[config.mk]
export PLATFORM = sky130hd
export DESIGN_NAME = chop_ctrl
export DESIGN_NICKNAME = d
export VERILOG_FILES = /design/src/rtl/chop_pkg.sv /design/src/rtl/chop_sync2.sv /design/src/rtl/chop_period_timer.sv /design/src/rtl/chop_blank_timer.sv /design/src/rtl/chop_bridge.sv /design/src/rtl/chop_ctrl.sv
export SDC_FILE = /design/constraint.sdc
export NUM_CORES = 1
export LEC_CHECK = 0
export ABC_AREA = 1
export BUFFER_PORTS_ARGS = -buffer_cell sky130_fd_sc_hd__buf_4
export CAP_MARGIN = 0
export CELL_PAD_IN_SITES_DETAIL_PLACEMENT = 2
export CELL_PAD_IN_SITES_GLOBAL_PLACEMENT = 2
export CORE_ASPECT_RATIO = 1.5
export CORE_UTILIZATION = 37
export CTS_CLUSTER_SIZE = 10
export DETAILED_ROUTE_END_ITERATION = 8
export GPL_ROUTABILITY_DRIVEN = 1
export PLACE_DENSITY_LB_ADDON = 0.1
export SLEW_MARGIN = 20
export SYNTH_ARGS = -nofsm -noshare
export SYNTH_HDL_FRONTEND = slang
export SYNTH_SLANG_ARGS = --single-unit
[constraint.sdc]
create_clock -name clk -period 6.4 [get_ports clk]
set_clock_uncertainty 0.15 [all_clocks]
set_input_delay 0.32 -clock clk [delete_from_list [all_inputs] [get_ports clk]]
set_output_delay 0.32 -clock clk [all_outputs]
set_load 0.03 [all_outputs]
[src/rtl/chop_pkg.sv]
`timescale 1ns/1ps
package chop_pkg;

  // larger of two cycle counts, used to size shared counters
  function automatic int unsigned max_u(input int unsigned a, input int unsigned b);
    return (a > b) ? a : b;
  endfunction

  // bits needed to hold values 0..n
  function automatic int unsigned bits_for(input int unsigned n);
    return (n < 2) ? 1 : $clog2(n + 1);
  endfunction

endpackage

[src/rtl/chop_sync2.sv]
`timescale 1ns/1ps
module chop_sync2 #(
  parameter int W = 2
) (
  input  logic         clk,
  input  logic         rst,
  input  logic [W-1:0] async_i,
  output logic [W-1:0] sync_o
);
  logic [W-1:0] stage1_q, stage2_q;

  always_ff @(posedge clk) begin
    if (rst) begin
      stage1_q <= '0;
      stage2_q <= '0;
    end else begin
      stage1_q <= async_i;
      stage2_q <= stage1_q;
    end
  end

  assign sync_o = stage2_q;
endmodule

[src/rtl/chop_period_timer.sv]
`timescale 1ns/1ps
module chop_period_timer
  import chop_pkg::*;
#(
  parameter int unsigned PERIOD_CYC = 7874
) (
  input  logic clk,
  input  logic rst,
  output logic tick_o
);
  localparam int unsigned CW = bits_for(PERIOD_CYC - 1);
  localparam logic [CW-1:0] LAST = CW'(PERIOD_CYC - 1);

  logic [CW-1:0] cnt_q;

  always_ff @(posedge clk) begin
    if (rst)                cnt_q <= '0;
    else if (cnt_q == LAST) cnt_q <= '0;
    else                    cnt_q <= cnt_q + 1'b1;
  end

  assign tick_o = (cnt_q == LAST);
endmodule

[src/rtl/chop_blank_timer.sv]
`timescale 1ns/1ps
module chop_blank_timer
  import chop_pkg::*;
#(
  parameter int unsigned ON_CYC  = 260,
  parameter int unsigned DIR_CYC = 360
) (
  input  logic clk,
  input  logic rst,
  input  logic start_on_i,
  input  logic start_dir_i,
  output logic active_o
);
  localparam int unsigned MAXC = max_u(ON_CYC, DIR_CYC);
  localparam int unsigned CW   = bits_for(MAXC);

  logic [CW-1:0] cnt_q, dec, req_on, req_dir, req;

  always_comb begin
    dec     = (cnt_q == '0) ? '0 : cnt_q - 1'b1;
    req_on  = start_on_i  ? CW'(ON_CYC)  : '0;
    req_dir = start_dir_i ? CW'(DIR_CYC) : '0;
    req     = (req_dir > req_on) ? req_dir : req_on;
  end

  // a new window only ever extends the remaining one
  always_ff @(posedge clk) begin
    if (rst) cnt_q <= '0;
    else     cnt_q <= (req > dec) ? req : dec;
  end

  assign active_o = (cnt_q != '0);
endmodule

[src/rtl/chop_bridge.sv]
`timescale 1ns/1ps
module chop_bridge #(
  parameter int unsigned ON_CYC  = 260,
  parameter int unsigned DIR_CYC = 360
) (
  input  logic clk,
  input  logic rst,
  input  logic tick_i,
  input  logic chop_off_i,
  input  logic run_i,
  input  logic dir_i,
  input  logic trip_i,
  output logic src_en_o,
  output logic blank_o
);
  logic arm_q, on_q, dir_q;
  logic arm_d, on_d, trip_ok, start_on, start_dir;

  always_comb begin
    trip_ok = trip_i & ~blank_o & run_i & ~chop_off_i;
    if (!run_i || chop_off_i) arm_d = 1'b1;
    else if (trip_ok)         arm_d = 1'b0;
    else if (tick_i)          arm_d = 1'b1;
    else                      arm_d = arm_q;
    on_d      = run_i & arm_d;
    start_on  = on_d & ~on_q;
    start_dir = run_i & (dir_i != dir_q);
  end

  always_ff @(posedge clk) begin
    if (rst) begin
      arm_q <= 1'b1;
      on_q  <= 1'b0;
      dir_q <= 1'b0;
    end else begin
      arm_q <= arm_d;
      on_q  <= on_d;
      dir_q <= dir_i;
    end
  end

  chop_blank_timer #(
    .ON_CYC (ON_CYC),
    .DIR_CYC(DIR_CYC)
  ) u_blank (
    .clk        (clk),
    .rst        (rst),
    .start_on_i (start_on),
    .start_dir_i(start_dir),
    .active_o   (blank_o)
  );

  assign src_en_o = on_q;
endmodule

[src/rtl/chop_ctrl.sv]
`timescale 1ns/1ps
module chop_ctrl #(
  parameter int unsigned NB            = 2,
  parameter int unsigned PERIOD_CYC    = 7874,
  parameter int unsigned BLANK_ON_CYC  = 260,
  parameter int unsigned BLANK_DIR_CYC = 360
) (
  input  logic          clk,
  input  logic          rst,
  input  logic          chop_off_i,
  input  logic [NB-1:0] run_i,
  input  logic [NB-1:0] dir_i,
  input  logic [NB-1:0] trip_i,
  output logic [NB-1:0] src_en_o
);
  logic          period_tick;
  logic [NB-1:0] trip_sync;
  logic [NB-1:0] blank_act;

  chop_sync2 #(.W(NB)) u_sync (
    .clk    (clk),
    .rst    (rst),
    .async_i(trip_i),
    .sync_o (trip_sync)
  );

  chop_period_timer #(.PERIOD_CYC(PERIOD_CYC)) u_period (
    .clk   (clk),
    .rst   (rst),
    .tick_o(period_tick)
  );

  for (genvar b = 0; b < NB; b++) begin : g_bridge
    chop_bridge #(
      .ON_CYC (BLANK_ON_CYC),
      .DIR_CYC(BLANK_DIR_CYC)
    ) u_br (
      .clk       (clk),
      .rst       (rst),
      .tick_i    (period_tick),
      .chop_off_i(chop_off_i),
      .run_i     (run_i[b]),
      .dir_i     (dir_i[b]),
      .trip_i    (trip_sync[b]),
      .src_en_o  (src_en_o[b]),
      .blank_o   (blank_act[b])
    );
  end
endmodule

== Word-level counts from Yosys, hierarchy flattened ==
Index checks and enable logic that the tools add are counted.
Word-level totals
  register bits: 41
  input port bits: 9
Cells by class
  $add $sub $neg: 3
  order comparisons: 4
  eq/ne operators: 3
  muxes and demuxes: 16
  bitwise logic cells: 17
  reductions and logical operators: 9
Operators by type and width (count)
  2-to-1 mux 9 bit: 10
  > comparator 9 bit: 4
  zero test 9 bit: 2
  nonzero test 9 bit: 2
  subtractor 9 x 1 -> 9 bit (second input constant): 2
  adder 13 x 1 -> 13 bit (second input constant): 1
  equality test 13 bit (second input constant): 1
  AND 1 bit: 12
  2-to-1 mux 1 bit: 6
  inverter 1 bit: 5
  zero test 1 bit: 2
  logical OR 1 bit: 2
  inequality test 1 bit: 2
  OR reduction 2 bit: 1

== Logic depth before layout (Yosys ltp) ==
Gate-level depths: netlist (run 1).
  depth in word-level cells: 14
  mapped depth: 21

== Hierarchy ==
Synthesis (run 1) repeated with hierarchy kept, for this count alone.
Unflattened totals
  cell total of the unflattened synthesis: 389
  area total of the unflattened synthesis: 2751.4 µm²
Modules (own cells, without submodules)
  chop_blank_timer: times used 2, cells each 120, area each 843.3 µm²
  chop_period_timer: times used 1, cells each 97, area each 686.9 µm²
  chop_bridge: times used 2, cells each 20, area each 133.9 µm²
  chop_sync2: times used 1, cells each 12, area each 110.1 µm²

== Least setup slack after synthesis (run 1) ==
OpenSTA, ideal clock, no wires.
  path kind: register to register
  from: register g_bridge[0].u_br.u_blank.cnt_q[0]
  to: register g_bridge[0].u_br.u_blank.cnt_q[2]
  library setup time: 0.113 ns
  data arrival time: 1.994 ns
  required time: 6.137 ns
  slack: 4.143 ns
  cell stages (with the launch flop): 20
  path buffers: 0
  period minus slack after synthesis: 2.257 ns
  cells stage by stage: dfxtp_1 -> inv_1 -> ha_1 -> nand2_1 -> nor2_1 -> nand2_2 -> inv_1 -> nand2_1 -> nand2_1 -> nand2_1 -> nand3b_1 -> nor2_1 -> ha_1 -> nand2_1 -> nor3_2 -> nand2_1 -> nand2_4 -> nand2_1 -> nand2_1 -> nor2_1
Between the ends
  word-level cells in the longest chain between the ends: 14
  elaborated cells on any way between the ends: 17
  classes of those cells: 1 x add/sub; 2 x order compare; 6 x mux; 6 x bitwise; 2 x reduce/logical
RTL lines
  from (decl): line chop_blank_timer.sv:17  | logic [CW-1:0] cnt_q, dec, req_on, req_dir, req;
  from (signal assigned): line chop_blank_timer.sv:29  | else cnt_q <= (req > dec) ? req : dec;
  nonzero test 9 bit: line chop_blank_timer.sv:32  | assign active_o = (cnt_q != '0);
  inverter 1 bit: line chop_bridge.sv:20  | trip_ok = trip_i & ~blank_o & run_i & ~chop_off_i;
  AND 1 bit (3 in series): line chop_bridge.sv:20
  2-to-1 mux 1 bit: line chop_bridge.sv:22  | else if (trip_ok) arm_d = 1'b0;
  2-to-1 mux 1 bit: line chop_bridge.sv:21  | if (!run_i || chop_off_i) arm_d = 1'b1;
  AND 1 bit: line chop_bridge.sv:25  | on_d = run_i & arm_d;
  AND 1 bit: line chop_bridge.sv:26  | start_on = on_d & ~on_q;
  2-to-1 mux 9 bit: line chop_blank_timer.sv:21  | req_on = start_on_i ? CW'(ON_CYC) : '0;
  > comparator 9 bit: line chop_blank_timer.sv:23  | req = (req_dir > req_on) ? req_dir : req_on;
  2-to-1 mux 9 bit: line chop_blank_timer.sv:23
  > comparator 9 bit: line chop_blank_timer.sv:29
  2-to-1 mux 9 bit *: line chop_blank_timer.sv:29
Mark *: on every way between the ends. The rest lies on a longest branch, timed or not.
A chain may end at the register's enable or synchronous reset.

== Worst setup path after layout (run 1) ==
Ends and elaborated chain as after synthesis.

==> results of run 1 <==
## Yosys cell counts
library cell / instances / share of area [%]
nor4_1: 1 / 0.26
buf_2: 2 / 0.42
ha_1: 16 / 8.3
or2_2: 3 / 0.78
buf_4: 2 / 0.62
nor3_2: 3 / 1.2
and3_1: 1 / 0.26
nor4_4: 1 / 0.88
or2_0: 1 / 0.26
a21o_1: 3 / 0.93
nor2_2: 5 / 1.3
nand3_1: 20 / 4.2
nand2_1: 82 / 13
nand2_2: 8 / 2.1
a21oi_1: 13 / 2.7
dfxtp_1: 41 / 34
nand4_1: 6 / 1.6
inv_2: 2 / 0.31
nand2_4: 3 / 1.4
inv_1: 55 / 8.6
clkinv_1: 1 / 0.16
xor2_1: 3 / 1.1
o21ai_0: 5 / 1.0
clkbuf_1: 1 / 0.16
nand3b_1: 4 / 1.2
nor2_4: 1 / 0.47
nand3_2: 3 / 1.2
nor3b_1: 1 / 0.31
o21a_1: 1 / 0.31
o21bai_2: 1 / 0.47
nor2_1: 58 / 9.0
nor3_1: 8 / 1.7
## critical path, stage by stage (launching register included)
cell and delay (ps):
dfxtp_1 330, inv_1 130, ha_1 210, inv_1 50, nor2_1 180, nand3_1 140
nand2_1 90, nand2_1 50, nor2_1 160, inv_1 70, ha_1 310, nand2_1 80
inv_1 70, nand2_1 70, nor3_2 110, nand2_1 120, nand2_4 140, nand2_1 70
nand2_1 80, nor2_1 60
## registers in the layout, summed over array words and instances, names as in the netlist
signal / cells
u_period.cnt_q: 13
g_bridge.u_br.dir_q: 2
g_bridge.u_br.arm_q: 2
u_sync.stage1_q: 2
g_bridge.u_br.u_blank.cnt_q: 18
g_bridge.u_br.src_en_o: 2
u_sync.sync_o: 2
## metal layers
metal / global-route usage [%] / vias up / routed length, um
met5: 0 / - / 0
met3: 3.39 / 8 / 94
met4: 6.09 / 0 / 89
met2: 42.5 / 13 / 3670
li1: - / 1123 / -
met1: 19.3 / 1054 / 2430
## cells by family after synthesis
group           count (synthesis)  synth area share, %
simple gates                  209                 40.9
buf+inv                        63                 10.2
flops                          41                 34.0
compound gates                 23                 5.45
fa+ha+maj                      16                 8.30
xor+xnor                        3                 1.09
## cells in the final DEF, fill, tap and decap left out, drive strengths merged, types with 5 or more instances in the layout
master,count
nand3,23
o21ai,5
a21oi,13
nor3,11
inv,57
ha,16
nand4,6
nand2,93
clkbuf,6
nor2,64
buf,10
dfxtp,41
## where the power goes
part           leakage [nW]  switching [mW]  internal (mW)
clock network        0.0574          0.0953          0.127
logic                 0.970           0.507          0.257
registers             0.336          0.0399          0.304
## how the worst max path moves through the flow
stage                                                        end  slack, ps                                    startpoint
finish              g_bridge[0].u_br.u_blank.cnt_q[2]$_SDFF_PP0_       3650  g_bridge[0].u_br.u_blank.cnt_q[0]$_SDFF_PP0_
floorplan           g_bridge[0].u_br.u_blank.cnt_q[2]$_SDFF_PP0_       4140  g_bridge[0].u_br.u_blank.cnt_q[0]$_SDFF_PP0_
detailed placement  g_bridge[0].u_br.u_blank.cnt_q[2]$_SDFF_PP0_       3670  g_bridge[0].u_br.u_blank.cnt_q[0]$_SDFF_PP0_
global route        g_bridge[0].u_br.u_blank.cnt_q[2]$_SDFF_PP0_       3340  g_bridge[0].u_br.u_blank.cnt_q[0]$_SDFF_PP0_
CTS                 g_bridge[0].u_br.u_blank.cnt_q[2]$_SDFF_PP0_       3600  g_bridge[0].u_br.u_blank.cnt_q[0]$_SDFF_PP0_
global placement    g_bridge[0].u_br.u_blank.cnt_q[8]$_SDFF_PP0_       3770  g_bridge[0].u_br.u_blank.cnt_q[0]$_SDFF_PP0_
## area by class of cell
type / count / area (um2) / share of cell area (%)
Multi-Input combinational cell: 251 / 1340 / 50.3
Sequential cell: 41 / 821 / 30.7
Inverter: 58 / 218 / 8.15
Tap cell: 74 / 92.6 / 3.47
Clock buffer: 6 / 82.6 / 3.09
Timing Repair Buffer: 10 / 75.1 / 2.81
Clock inverter: 2 / 37.5 / 1.41
==> qor.txt, run 1 <==
status - complete, no violations
Worst Path Max Fanout - 8
final HPWL from detailed placement - 5150 um
number of synthesized register bits - 41
Static Leakage - 1.36 nW
Hold Path End - u_sync.stage1_q[1]$_SDFF_PP0_
Yosys warning count - 0
IO Port Bufs - 10
vias - 2,198
Least-Margin Pin Slew - 665 ps
Clock Latency Late Sink - 300 ps
Crit path required time - 6440 ps
Slew Viols, Final - 0
PD cells - 498 nW/um2
Vias/cell - 4.97
final instance area - 2670 um2
Nets - 392
fmax - 364 MHz
Synth cell types - 32
slew margin rel. - 55.4%
Finished Core Util - 42.9%
GRT Util Overall - 20.6%
HP Start - trip_i[1]
flop2flop setup slack - 3650 ps
worst IR drop on VDD - 0.231 mV
largest net degree at the start of global routing - 20
initial antenna violation count - 0
hold path depth - 3
Post-Syn Instances - 355
RSZ-0062 raised after global routing - false
CP Launch Type - register
post-synth net total - 380
die height - 101 um
post-layout minimum cycle time - 2750 ps
vias in the first global route - 2,484
crit end category - register
FF-to-FF Start - g_bridge[0].u_br.u_blank.cnt_q[0]$_SDFF_PP0_
I/O pin count - 11
Starting DRT DRC Count - 57
number of core rows - 35
post-synthesis sequential area ratio - 34.0%
final WL - 6290 um
final std cells w/o fill - 442
layout cells sized above 1 - 13.0%
die area - 6850 um2
worst hold path class - input pin to register
Routed wire per std cell - 14.2 um
Power Total - 1.33 mW
DP Worst Slack - 3670 ps
CTS tree - built
synthesized area - 2410 um2
Post-route DRC - 0
Final WS setup - 3650 ps
CP Data Arrival Time - 2780 ps
CTS Buf Count - 5
Max-Cap Viols - 0
Avg Inst Size Synth - 6.79 um2
placed cell count - 434
Worst Setup Path Type - register to register
area of the core - 6220 um2
grt ovf - 0
DP Area - 2550 um2
first-pass GRT wire length - 10,600 um
Worst Hold Slack - 75.4 ps
fill count - 788
CTS root buf - clkbuf_8
fin crit share - 42.9%
gpl congestion - 0.786
post-cts gate resize count - 0
Ant. Diodes - 0
Initial Util - 38.8%
R2R depth - 19
CTS H-tree depth - 2
Clk pin slew, worst setup/hold paths - 80 ps
final setup vio count - 0
Area Growth Syn to Fin - 10.7%
Reg-to-Reg End - g_bridge[0].u_br.u_blank.cnt_q[2]$_SDFF_PP0_
DR pass1 iterations - 4
Hold Buf Count CTS - 0
Die W - 67.9 um
final setup TNS - 0 ps
CTS max path bufs - 2
Antenna Violating Nets Remaining - 0
setup bufs post-CTS - 0
CTS sink count - 41
Hold Vio Cnt, Final - 0
No activity file was read; power rests on OpenSTA's default activity.
==> run 2: changes to the inputs <==
--- a/config.mk
+++ b/config.mk
@@ -5,13 +5,13 @@
 export SDC_FILE = /design/constraint.sdc
 export NUM_CORES = 1
 export LEC_CHECK = 0
-export ABC_AREA = 1
+export ABC_AREA = 0
 export BUFFER_PORTS_ARGS = -buffer_cell sky130_fd_sc_hd__buf_4
 export CAP_MARGIN = 0
 export CELL_PAD_IN_SITES_DETAIL_PLACEMENT = 2
 export CELL_PAD_IN_SITES_GLOBAL_PLACEMENT = 2
 export CORE_ASPECT_RATIO = 1.5
-export CORE_UTILIZATION = 37
+export CORE_UTILIZATION = 34
 export CTS_CLUSTER_SIZE = 10
 export DETAILED_ROUTE_END_ITERATION = 8
 export GPL_ROUTABILITY_DRIVEN = 1
==> constraint.sdc (replaced) <==
create_clock -name clk -period 2.5 [get_ports clk]
set_clock_uncertainty 0.15 [all_clocks]
set_input_delay 0.125 -clock clk [delete_from_list [all_inputs] [get_ports clk]]
set_output_delay 0.125 -clock clk [all_outputs]
set_load 0.03 [all_outputs]
==> qor.txt, run 2 <==
number of core rows - 36 (+2.9%)
final setup vio count - 18 (+18)
CTS root buf - clkbuf_8
post-layout minimum cycle time - 3380 ps (+637 ps)
Clock Latency Late Sink - 320 ps (+20 ps)
Ant. Diodes - 0 (unchanged)
CTS Buf Count - 5 (unchanged)
CTS max path bufs - 2 (unchanged)
cell with the most instances after synthesis - dfxtp_1
I/O pin count - 11 (unchanged)
Post-Syn Instances - 255 (-28%)
Post-route DRC - 0 (unchanged)
vias - 2,476 (+13%)
final std cells w/o fill - 439 (-0.68%)
initial antenna violation count - 0 (unchanged)
Clk pin slew, worst setup/hold paths - 100 ps (+20 ps)
FF-to-FF Start - u_period.cnt_q[2]$_SDFF_PP0_
Worst Path Max Fanout - 3 (-5)
slew margin rel. - 66.0% (+11 points)
commonest non-fill, non-tap cell in the layout - buf_4
Vias/cell - 5.64 (+13%)
post-synthesis sequential area ratio - 35.7% (+1.7 points)
Max-Cap Viols - 0 (unchanged)
CP Launch Type - register
Die W - 69.1 um (+1.7%)
CP Data Arrival Time - 3440 ps (+660 ps)
max reg flops - 18 (unchanged)
Async S/R FF share, synth - 0% (unchanged)
final setup TNS - -13,220 ps (-13,220 ps)
DR pass1 iterations - 4 (unchanged)
Post-synth top flop - dfxtp_1
die height - 103 um (+1.8%)
IO Port Bufs - 10 (unchanged)
final instance area - 3660 um2 (+37%)
area of the core - 6530 um2 (+5.0%)
PD cells - 1560 nW/um2 (+210%)
flop2flop setup slack - -880 ps (-4540 ps)
Least-Margin Pin Slew - 505 ps (-160 ps)
register area - 826 um2 (+0.61%)
die area - 7090 um2 (+3.5%)
worst hold path class - input pin to register
Hold Vio Cnt, Final - 0 (unchanged)
placed cell count - 413 (-4.8%)
status - complete, but fails checks
Finished Core Util - 56.0% (+13 points)
commonest non-fill, non-tap cells in the layout - 96 x buf_4, 37 x dfxtp_1, 31 x nor2_1, 16 x nand2_1, 11 x ha_1
Starting DRT DRC Count - 83 (+46%)
Nets - 387 (-1.3%)
Synth cell types - 48 (+50%)
Buf+Inv Stages, Crit Path - 1 (-3)
Yosys warning count - 0 (unchanged)
GRT Util Overall - 29.1% (+8.5 points)
DP Area - 3060 um2 (+20%)
first-pass GRT wire length - 15,400 um (+45%)
CTS H-tree depth - 2 (unchanged)
Antenna Violating Nets Remaining - 0 (unchanged)
worst IR drop on VDD - 0.643 mV (+180%)
crit end category - register
CTS sink count - 41 (unchanged)
critical path depth in cells - 11 (-8)
post-synth top area share - 35.7% (+1.7 points)
Post-synth EDFFs - 0 (unchanged)
top cell type by total area after synthesis - dfxtp_1
Post-synth top cells - 41 x dfxtp_1, 32 x nor2_1, 19 x nand2_1, 16 x ha_1
CP max stage cell - or4_4
final WL - 11,800 um (+87%)
Routed wire per std cell - 26.8 um (+89%)
synthesized area - 2300 um2 (-4.8%)
failing checks - negative setup slack
Top Registers - g_bridge.u_br.u_blank.cnt_q (18), u_period.cnt_q (13)
grt ovf - 0 (unchanged)
Multi-input gate area - 1740 um2 (+29%)
cell type group with the largest total delay on the critical path - simple AND/OR/NAND/NOR gates
Initial Util - 35.2% (-3.6 points)
fill count - 667 (-15%)
top cells by area, synth - dfxtp_1 36%, ha_1 8.7%, nor2_1 5.2%, xor2_1 3.8%, nand2_1 3.1%
Crit path required time - 2550 ps (-3890 ps)
gpl congestion - 0.785 (-0.17%)
Slew Viols, Final - 0 (unchanged)
RSZ-0062 raised after global routing - true
largest net degree at the start of global routing - 27 (+35%)
R2R depth - 11 (-8)
final HPWL from detailed placement - 5740 um (+12%)
Power Total - 5.72 mW (+330%)
fin crit share - 135% (+92 points)
Largest Register - g_bridge.u_br.u_blank.cnt_q
CP Launch Point - u_period.cnt_q[2]$_SDFF_PP0_
post-synth net total - 280 (-26%)
CTS tree - built
Final WS setup - -884 ps (-4540 ps)
crit-path max cell delay - 530 ps (+200 ps)
Worst Setup Path Type - register to register
fmax - 296 MHz (-19%)
crit path cell chain - or4_4 > o31ai_4 > a21oi_2 > or3b_4 > nand2_1 > ha_1 > nand3_2 > a2111oi_4 > buf_4 > o21ai_1 > o311a_2
Area Growth Syn to Fin - 59.3%
Static Leakage - 1.58 nW (+16%)
number of synthesized register bits - 41 (unchanged)
vias in the first global route - 2,799 (+13%)
layout cells sized above 1 - 49.0% (+36 points)
Reg-to-Reg End - g_bridge[1].u_br.u_blank.cnt_q[8]$_SDFF_PP0_
Avg Inst Size Synth - 9.00 um2 (+33%)
Setup crit end - g_bridge[1].u_br.u_blank.cnt_q[8]$_SDFF_PP0_
## run 2: changes by cell type after synthesis, sizes merged, moves of 7 or more
cell   before  now
inv        57   11
o31ai       0    8
nor2b       0    7
nand3      23   12
xor2        3   10
nand2      93   19
xnor2       0    7
nor2       64   33
## run 2: metal layers
layer | wire length (um) | global-route usage (%) | vias to the layer above
met5 | 0 | 0 | -
met4 | 561 | 12.6 | 0
met3 | 351 | 3.81 | 35
met2 | 6770 | 60.0 | 81
met1 | 4090 | 28.5 | 1234
li1 | - | - | 1126
## run 2: worst register-to-register path, cell delays in order, from the launching register on
cell and delay [ps]:
dfxtp_1 380, or4_4 530, o31ai_4 230, a21oi_2 110
or3b_4 430, nand2_1 140, ha_1 180, nand3_2 120
a2111oi_4 460, buf_4 220, o21ai_1 120, o311a_2 200
## run 2: area by class of cell
class | instances | area share, %
multi-input cells | 196 | 47.5
flip-flops and latches | 41 | 22.6
repair buffers | 107 | 22.9
clock buffers | 6 | 2.26
inverters | 11 | 1.13
well taps | 76 | 2.60
clock inverters | 2 | 1.03
## run 2: stage by stage
stage          setup slack, ps  hold slack (ps)
2_1_floorplan             -517             46.8
3_3_place_gp              -532              187
3_5_place_dp              -624              191
4_1_cts                   -629             37.9
5_1_grt                   -930             56.7
6_report                  -884             49.6
## run 2: kinds of logic (layout without fill, tap and decap cells)
logic type | after synthesis | count (layout) | synth area share, %
muxes | 7 | 7 | 3.98
and+or+nand+nor | 121 | 121 | 28.4
buffers and inverters | 18 | 126 | 3.60
DFF | 41 | 41 | 35.7
AOI/OAI and AO/OA | 35 | 35 | 13.0
xor gates and xnor gates | 17 | 17 | 6.48
adders and majority gates | 16 | 16 | 8.72
## run 2: worst min-delay path by stage
| stage | depth (start not counted) | to | startpoint |
|---|---|---|---|
| floorplan | 1 | g_bridge[0].u_br.arm_q$_SDFF_PP1_ | run_i[0] |
| global placement | 2 | g_bridge[0].u_br.arm_q$_SDFF_PP1_ | run_i[0] |
| detailed placement | 2 | g_bridge[0].u_br.arm_q$_SDFF_PP1_ | run_i[0] |
| CTS | 4 | g_bridge[1].u_br.arm_q$_SDFF_PP1_ | chop_off_i |
| global route | 4 | g_bridge[1].u_br.arm_q$_SDFF_PP1_ | chop_off_i |
| finish | 4 | g_bridge[1].u_br.arm_q$_SDFF_PP1_ | chop_off_i |
## run 2: timing repair
item	CTS	global route
buffers inserted	7	5
gates resized for setup	45	23
hold buffers	6	0
endpoints found under the hold margin	8	0
setup endpoints to repair	18	18
pin swaps	22	10
## run 2: power by group
part	total, mW	switching [mW]	internal (mW)
Sequential	0.894	0.114	0.781
Clock	0.597	0.272	0.325
Combinational	4.23	2.21	2.02
Total	5.72	2.59	3.12
==> run 3: changes to the inputs <==
--- a/config.mk
+++ b/config.mk
@@ -16,6 +16,7 @@
 export DETAILED_ROUTE_END_ITERATION = 8
 export GPL_ROUTABILITY_DRIVEN = 1
 export PLACE_DENSITY_LB_ADDON = 0.1
+export SETUP_SLACK_MARGIN = 0.1
 export SLEW_MARGIN = 20
 export SYNTH_ARGS = -nofsm -noshare
 export SYNTH_HDL_FRONTEND = slang
==> qor.txt, run 3 (synthesized netlist as in run 2, its figures left out) <==
status - complete, but fails checks
failing checks - negative setup slack
worst IR drop on VDD - 0.783 mV (+22%)
Worst Setup Path Type - register to register
Crit path required time - 2580 ps (+30 ps)
GRT Util Overall - 29.2% (+0.089 points)
commonest non-fill, non-tap cells in the layout - 96 x buf_4, 36 x dfxtp_1, 30 x nor2_1, 15 x nand2_1, 11 x ha_1
area of the core - 6530 um2 (unchanged)
gpl congestion - 0.785 (unchanged)
Clock Latency Late Sink - 330 ps (about the same)
flop2flop setup slack - -770 ps (+110 ps)
CTS H-tree depth - 2 (unchanged)
CTS root buf - clkbuf_8
Max-Cap Viols - 0 (unchanged)
layout cells sized above 1 - 50.4% (+1.4 points)
final std cells w/o fill - 437 (-0.46%)
Clk pin slew, worst setup/hold paths - 100 ps (about the same)
Antenna Violating Nets Remaining - 0 (unchanged)
largest net degree at the start of global routing - 27 (unchanged)
R2R depth - 14 (+3)
FF-to-FF Start - u_period.cnt_q[4]$_SDFF_PP0_
placed cell count - 413 (unchanged)
Routed wire per std cell - 24.6 um (-8.1%)
RSZ-0062 raised after global routing - true
Largest Register - g_bridge.u_br.u_blank.cnt_q
Area Growth Syn to Fin - 59.3% (unchanged)
vias - 2,419 (-2.3%)
Top Registers - g_bridge.u_br.u_blank.cnt_q (18), u_period.cnt_q (13)
Post-route DRC - 0 (unchanged)
Final WS setup - -771 ps (+112 ps)
I/O pin count - 11 (unchanged)
hold path depth - 2 (-2)
Ant. Diodes - 0 (unchanged)
initial antenna violation count - 0 (unchanged)
final HPWL from detailed placement - 5740 um (unchanged)
Vias/cell - 5.54 (-1.9%)
Reg-to-Reg End - g_bridge[0].u_br.u_blank.cnt_q[8]$_SDFF_PP0_
max reg flops - 18 (unchanged)
die area - 7090 um2 (unchanged)
slew margin rel. - 63.5% (-2.5 points)
CTS max path bufs - 2 (unchanged)
Hold Path End - g_bridge[1].u_br.dir_q$_SDFF_PP0_
CP Launch Type - register
die height - 103 um (unchanged)
fill count - 645 (-3.3%)
commonest non-fill, non-tap cell in the layout - buf_4
Initial Util - 35.2% (unchanged)
Slew Viols, Final - 0 (unchanged)
post-layout minimum cycle time - 3270 ps (-112 ps)
CP Data Arrival Time - 3350 ps (-90 ps)
crit end category - register
fmax - 306 MHz (+3.4%)
HP Start - rst
Die W - 69.1 um (unchanged)
CTS Buf Count - 5 (unchanged)
CTS tree - built
PD cells - 1520 nW/um2 (-2.6%)
final setup vio count - 18 (unchanged)
Worst Path Max Fanout - 4 (+1)
IO Port Bufs - 10 (unchanged)
Hold Vio Cnt, Final - 0 (unchanged)
Nets - 385 (-0.52%)
Starting DRT DRC Count - 94 (+13%)
CTS sink count - 41 (unchanged)
DR pass1 iterations - 4 (unchanged)
fin crit share - 131% (-4.5 points)
grt ovf - 0 (unchanged)
final setup TNS - -12,750 ps (+467 ps)
Static Leakage - 1.58 nW (-0.19%)
worst hold path class - input pin to register
Least-Margin Pin Slew - 543 ps (+37.2 ps)
vias in the first global route - 2,776 (-0.82%)
number of core rows - 36 (unchanged)
first-pass GRT wire length - 15,400 um (+0.18%)
final WL - 10,800 um (-8.6%)
run 3: changes by cell type in the layout (fill, tap and decap cells not counted), moves of 2 or more:
cell	before	now
o31ai_4	4	2
nand3_2	2	4
buf_6	5	3
o31ai_2	3	5
nand3_4	3	1
run 3: cell type report:
| type | instances | area (um2) | share of cell area [%] |
|---|---|---|---|
| multi-input cells | 196 | 1760 | 48.1 |
| clock inverters | 2 | 37.5 | 1.03 |
| clock buffers | 6 | 82.6 | 2.26 |
| flip-flops and latches | 41 | 827 | 22.6 |
| inverters | 11 | 41.3 | 1.13 |
| well taps | 76 | 95.1 | 2.60 |
| repair buffers | 105 | 815 | 22.3 |
run 3: how the worst max path moves through the flow:
stage | from | depth (start not counted) | slack (ps) | endpoint
2_1_floorplan | u_period.cnt_q[4]$_SDFF_PP0_ | 12 | -520 | g_bridge[1].u_br.u_blank.cnt_q[2]$_SDFF_PP0_
3_3_place_gp | u_period.cnt_q[4]$_SDFF_PP0_ | 12 | -530 | g_bridge[1].u_br.u_blank.cnt_q[6]$_SDFF_PP0_
3_5_place_dp | u_period.cnt_q[4]$_SDFF_PP0_ | 12 | -620 | g_bridge[1].u_br.u_blank.cnt_q[6]$_SDFF_PP0_
4_1_cts | u_period.cnt_q[4]$_SDFF_PP0_ | 12 | -630 | g_bridge[1].u_br.u_blank.cnt_q[6]$_SDFF_PP0_
5_1_grt | g_bridge[1].u_br.u_blank.cnt_q[1]$_SDFF_PP0_ | 13 | -840 | g_bridge[1].u_br.u_blank.cnt_q[0]$_SDFF_PP0_
6_report | u_period.cnt_q[4]$_SDFF_PP0_ | 14 | -770 | g_bridge[0].u_br.u_blank.cnt_q[8]$_SDFF_PP0_
run 3: timing repair:
action | CTS | global route
hold endpoints to repair | 8 | 0
pin swaps | 22 | 13
setup endpoints to repair | 18 | 18
hold buffers | 6 | 0
buffers inserted | 7 | 3
gates resized for setup | 45 | 27
run 3: power by group:
| group | internal, mW | switching (mW) | leakage [nW] |
|---|---|---|---|
| registers | 0.781 | 0.105 | 0.338 |
| logic | 1.95 | 2.13 | 1.18 |
| clock network | 0.325 | 0.277 | 0.0574 |
| total | 3.05 | 2.51 | 1.58 |
run 3: through the flow:
step	util, %	instance area, um2	setup slack, ps	hold slack, ps	power, mW
2_1_floorplan	-	2330	-517	46.8	2.34
3_3_place_gp	46.8	3060	-532	187	3.63
4_1_cts	53.8	3520	-629	38.4	4.99
5_1_grt	56.0	3660	-835	56.0	5.79
3_5_place_dp	46.8	3060	-624	191	3.77
6_report	56.0	3660	-771	53.8	5.57
run 3: per-layer routing:
layer | up-vias | wire [um] | track usage (%)
li1 | 1121 | - | -
met1 | 1218 | 3900 | 28.3
met2 | 49 | 6120 | 58.7
met3 | 31 | 301 | 5.08
met4 | 0 | 444 | 14.6
met5 | - | 0 | 0
run 3: worst max-delay path, stage by stage, from the launching register on:
cell and delay, ps:
dfxtp_2 340, or4_4 560, buf_4 170, o31ai_4 220, a21oi_4 120, nor3_4 170
ha_2 260, a21oi_4 80, nor4b_4 340, a211oi_2 90, a211oi_2 160, buf_4 170
buf_4 150, nand3_2 90, o31ai_2 90
